**config.mk**
```make
export PLATFORM = sky130hd
export DESIGN_NAME = wrap_tracker
export DESIGN_NICKNAME = d
export VERILOG_FILES = /design/src/rtl/wt_pkg.sv /design/src/rtl/wt_sync_chain.sv /design/src/rtl/wt_fall_detect.sv /design/src/rtl/wt_offset_compare.sv /design/src/rtl/wrap_tracker.sv
export SDC_FILE = /design/constraint.sdc
export NUM_CORES = 1
export LEC_CHECK = 0
export BUFFER_PORTS_ARGS = -buffer_cell sky130_fd_sc_hd__buf_2
export CORE_AREA = 5 5 45 47
export CTS_BUF_LIST = sky130_fd_sc_hd__clkbuf_8
export DETAILED_ROUTE_END_ITERATION = 7
export DIE_AREA = 0 0 50 52
export SETUP_SLACK_MARGIN = 0.05
export SYNTH_ARGS = -nofsm -noshare
export SYNTH_HDL_FRONTEND = slang
export SYNTH_SLANG_ARGS = --single-unit
```
**constraint.sdc**
```tcl
create_clock -name clk -period 1.2 [get_ports clk]
set_clock_uncertainty 0.15 [all_clocks]
set_input_delay 0.18 -clock clk [delete_from_list [all_inputs] [get_ports clk]]
set_output_delay 0.18 -clock clk [all_outputs]
set_load 0.02 [all_outputs]
```
**src/rtl/wt_pkg.sv**
```systemverilog
package wt_pkg;

    typedef enum logic [1:0] {
        SEP_ON_TARGET = 2'b00,
        SEP_AHEAD     = 2'b01,
        SEP_BEHIND    = 2'b10
    } sep_code_e;

endpackage

```
**src/rtl/wt_sync_chain.sv**
```systemverilog
module wt_sync_chain #(
    parameter int STAGES = 8
) (
    input  logic              clk,
    input  logic              rst_n,
    input  logic              adv,
    input  logic              din,
    output logic [STAGES-1:0] taps
);
    // bit 0 holds the newest sample, bit STAGES-1 the oldest
    typedef struct packed {
        logic [STAGES-1:0] sh;
    } chain_st_t;

    chain_st_t st_d, st_q;

    always_comb begin
        st_d = st_q;
        if (adv) begin
            st_d.sh = {st_q.sh[STAGES-2:0], din};
        end
    end

    always_ff @(posedge clk or negedge rst_n) begin
        if (!rst_n) begin
            st_q <= '0;
        end else begin
            st_q <= st_d;
        end
    end

    assign taps = st_q.sh;

endmodule

```
**src/rtl/wt_fall_detect.sv**
```systemverilog
module wt_fall_detect (
    input  logic clk,
    input  logic rst_n,
    input  logic adv,
    input  logic tail,
    input  logic pre_tail,
    output logic evt
);
    typedef struct packed {
        logic evt;
    } fall_st_t;

    fall_st_t st_d, st_q;

    // tail is about to take pre_tail's value on this advancing edge
    always_comb begin
        st_d     = st_q;
        st_d.evt = adv & tail & ~pre_tail;
    end

    always_ff @(posedge clk or negedge rst_n) begin
        if (!rst_n) begin
            st_q <= '0;
        end else begin
            st_q <= st_d;
        end
    end

    assign evt = st_q.evt;

endmodule

```
**src/rtl/wt_offset_compare.sv**
```systemverilog
module wt_offset_compare
    import wt_pkg::*;
#(
    parameter int PTR_W = 3
) (
    input  logic             clk,
    input  logic             rst_n,
    input  logic             evt,
    input  logic             en,
    input  logic [PTR_W-1:0] rd_ptr,
    input  logic [PTR_W-1:0] target,
    output logic             vld,
    output sep_code_e        code
);
    typedef struct packed {
        logic      vld;
        sep_code_e code;
    } cmp_st_t;

    cmp_st_t          st_d, st_q;
    logic [PTR_W-1:0] offset;

    always_comb begin
        offset = rd_ptr - target;
        st_d     = st_q;
        st_d.vld = 1'b0;
        if (evt && en) begin
            st_d.vld = 1'b1;
            if (offset == '0) begin
                st_d.code = SEP_ON_TARGET;
            end else if (offset[PTR_W-1]) begin
                st_d.code = SEP_BEHIND;
            end else begin
                st_d.code = SEP_AHEAD;
            end
        end
    end

    always_ff @(posedge clk or negedge rst_n) begin
        if (!rst_n) begin
            st_q <= '{vld: 1'b0, code: SEP_ON_TARGET};
        end else begin
            st_q <= st_d;
        end
    end

    assign vld  = st_q.vld;
    assign code = st_q.code;

endmodule

```
**src/rtl/wrap_tracker.sv**
```systemverilog
module wrap_tracker
    import wt_pkg::*;
#(
    parameter int PTR_W       = 3,
    parameter int SYNC_STAGES = 8
) (
    input  logic             clk,
    input  logic             rst_n,
    input  logic             rd_adv,
    input  logic             wr_msb,
    input  logic [PTR_W-1:0] rd_ptr,
    input  logic [PTR_W-1:0] sep_target,
    input  logic             track_en,
    output logic             sample_vld,
    output logic [1:0]       sample_code
);
    localparam int TAIL_IDX = SYNC_STAGES - 1;
    localparam int PRE_IDX  = SYNC_STAGES - 2;

    logic [SYNC_STAGES-1:0] taps;
    logic                   sync_tail;
    logic                   wrap_evt;
    sep_code_e              code_e;

    wt_sync_chain #(.STAGES(SYNC_STAGES)) chain_i (
        .clk  (clk),
        .rst_n(rst_n),
        .adv  (rd_adv),
        .din  (wr_msb),
        .taps (taps)
    );

    assign sync_tail = taps[TAIL_IDX];

    wt_fall_detect fall_i (
        .clk     (clk),
        .rst_n   (rst_n),
        .adv     (rd_adv),
        .tail    (sync_tail),
        .pre_tail(taps[PRE_IDX]),
        .evt     (wrap_evt)
    );

    wt_offset_compare #(.PTR_W(PTR_W)) cmp_i (
        .clk   (clk),
        .rst_n (rst_n),
        .evt   (wrap_evt),
        .en    (track_en),
        .rd_ptr(rd_ptr),
        .target(sep_target),
        .vld   (sample_vld),
        .code  (code_e)
    );

    assign sample_code = code_e;

endmodule

```
==> results.toml <==
[worst_setup_path]
crit_required_ns = 1.17
regToRegEndpoint = "cmp_i.code[1]"
crit_path_max_fanout = 2
worstPathCellList = "buf_8 > inv_8 > ha_4 > fa_2 > xor3_1 > mux2_4"
r2r_cells = 2
cp_slowest_cell = "fa_2"
crit_path_max_incr_delay_ns = 0.34
critPathTopFamily = "adder cells"
timing.rr.start = "fall_i.evt"
arrival_ns = 1.26
reg2reg_slack_ns = 0.03
worstSetupStartpointType = "input port"
cp.buffers_inverters = 2
crit_type = "in -> reg"
end_kind = "flop"

[detailed_routing]
vias = 307
viasPerCell = 4.58
ant_nets = 0
drc = 0
dr.first_iter.drc_count = 0
wl_per_cell_um = 12.3
first_pass_iters = 1
routed_wl_um = 826

[die]
dieArea_sq_mm = 0.00260
die_w_um = 50
die_y_um = 52
initial_utilization_pct = 31.3
io_pins = 14
core_area_sq_mm = 0.00161
rows = 15

[clocking]
clk_path_buf_depth = 2
cts_tree = "done"
root_buffer = "clkbuf_8"
numCtsBuffers = 3
cts.clk_slew.worst_paths_ns = 0.05
clock_sinks = 12
cts_setup_buffers = 0
h-tree-depth = 1
worstSkewPairLatency_ns = 0.24

[power_and_ir_drop]
seqPwrFrac_pct = 44.1
ir_worst_vdd_v = 0.00104
total_power_mw = 1.31
p_switching_mw = 0.334
cell_internal_pwr_mw = 0.979
p_clk_share_pct = 32.6
power_density_mw_per_mm2 = 1880
sw_frac_of_total_pct = 25.5
pwr-share-comb_pct = 23.3
static-leakage-power_nw = 0.331

[synthesis]
netlist_top_cells_area = "dfrtp_1, mux2_2, xor3_1, fa_1, ha_1"
synth_common_cells = "dfrtp_1, mux2_2, inv_1"
synth_top_area_share_pct = 59.4
synth.largest_area_cell = "dfrtp_1"
syn_avg_cell_area_sq_um = 15.3
syn_inst = 33
ys_async_sr_fraction_pct = 100
yosysMostFrequentCell = "dfrtp_1"
synthDistinctLibCells = 13
synth-seq-area-share_pct = 59.4
yosysWarningCount = 0
synth_fp_nets = 46
synth_flop_cell = "dfrtp_1"
synth_edf_count = 0
synth_seq_cells = 12
syn_area_sq_um = 505

[timing]
timing.final.crit_share_pct = 108
setup_viol = 2
hold_viol = 0
report.final.slew_viol_count = 0
maxSlewHeadroom_pct = 82.2
rsz0062_at_grt = "yes"
fmax_mhz = 774
tightest_slew_ns = 0.266
fin_crit_ns = 1.29
layout_setup_ws_ns = -0.0913
fin_worst_hold_slack_ns = 0.0270

[place]
placed_area_sq_um = 613
gp_congestion = 0.669
port_buffers = 13

[grt]
antenna_found_initial = 0
grt_pass1_vias = 342
grt_max_degree = 13
grt_pass1_wl_um = 1540
overflow = 0
track_usage_pct = 7.79

[layout]
drive_above_1_share_pct = 60.0
fin_area_sq_um = 699
antennaDiodeCount = 0
fill_cells = 153
nets = 64
final_util_pct = 43.3
syn_to_final_growth_pct = 38.4

[worst_hold_path]
min_path_type = "in -> reg"
min_path_cells = 2
min_to = "chain_i.taps[0]"
hp-start = "wr_msb"

[status]
status = "finished, violations left"
violations = "setup timing"

[flow_run]
drv_cap = 0
==> power groups by stage <==
stage | Sequential [mW] | Combinational [mW] | Clock [mW]
3_5_place_dp | 0.589 | 0.288 | 0
6_report | 0.580 | 0.306 | 0.428
2_1_floorplan | 0.624 | 0.152 | 0
4_1_cts | 0.582 | 0.311 | 0.443
3_3_place_gp | 0.584 | 0.285 | 0
5_1_grt | 0.595 | 0.337 | 0.462
==> per-layer routing <==
metal	up-vias	track usage (%)	routed length [um]
li1	146	-	-
met1	146	8.62	353
met2	15	13.0	394
met3	0	4.58	79
met4	0	1.31	0
met5	-	0	0
==> kinds of logic (layout without fill, tap and decap cells) <==
| group | count (synthesis) | count (layout) | share of synthesized area, % |
|---|---|---|---|
| AOI/OAI and AO/OA | 2 | 2 | 2.47 |
| and+or+nand+nor | 4 | 4 | 4.46 |
| xor gates and xnor gates | 1 | 1 | 4.70 |
| muxes | 9 | 9 | 20.1 |
| adders and majority gates | 2 | 2 | 6.44 |
| DFF | 12 | 12 | 59.4 |
| buffers and inverters | 3 | 20 | 2.47 |
==> sequential cells by signal, summed over array words and instances, names as in the netlist <==
name          count
cmp_i.code        2
fall_i.evt        1
chain_i.taps      8
cmp_i.vld         1
==> worst max path at each step <==
stage / from / endpoint / slack [ns] / cells past startpoint
final: rd_ptr[0] / cmp_i.code[1] / -0.09 / 6
after floorplan: rd_ptr[0] / cmp_i.code[1] / -0.20 / 5
after CTS: rd_ptr[0] / cmp_i.code[1] / -0.09 / 6
after global placement: rd_ptr[0] / cmp_i.code[1] / -0.38 / 6
after global routing: rd_ptr[0] / cmp_i.code[1] / -0.11 / 6
after detailed placement: rd_ptr[0] / cmp_i.code[1] / -0.39 / 6
==> stage by stage <==
stage                     std cells  TNS [ns]  worst slack [ns]
after global placement           62    -0.720            -0.380
after floorplan                  33    -0.318            -0.195
after global routing             67    -0.138            -0.115
final                            67   -0.0955           -0.0913
after CTS                        67   -0.0995           -0.0936
after detailed placement         62    -0.756            -0.389
==> area by class of cell <==
cell class	instances	area (sq um)	share of cell area, %
well taps	17	21.3	3.04
inverters	2	15.0	2.15
multi-input cells	18	216	30.9
flip-flops and latches	12	300	42.9
repair buffers	14	91.3	13.1
clock buffers	4	55.1	7.87
==> placed cells by master, fill, tap and decap left out <==
cell / count
nor2_1: 1
inv_1: 1
ha_4: 1
a21oi_1: 1
a211oi_2: 1
and4_1: 1
and2_1: 1
dfrtp_1: 12
fa_2: 1
mux2_2: 8
nand2_1: 1
clkbuf_8: 4
buf_6: 1
xor3_1: 1
buf_2: 11
inv_8: 1
dlygate4sd3_1: 1
buf_8: 1
mux2_4: 1
==> timing repair <==
action                                  in CTS  in global routing
resized for setup                            5                  0
hold buffers                                 1                  0
endpoints found under the setup margin       2                  2
hold endpoints to repair                    12                  0
pin swaps                                    1                  0
gates cloned                                 0                  0
No activity file was read; power rests on OpenSTA's default activity.
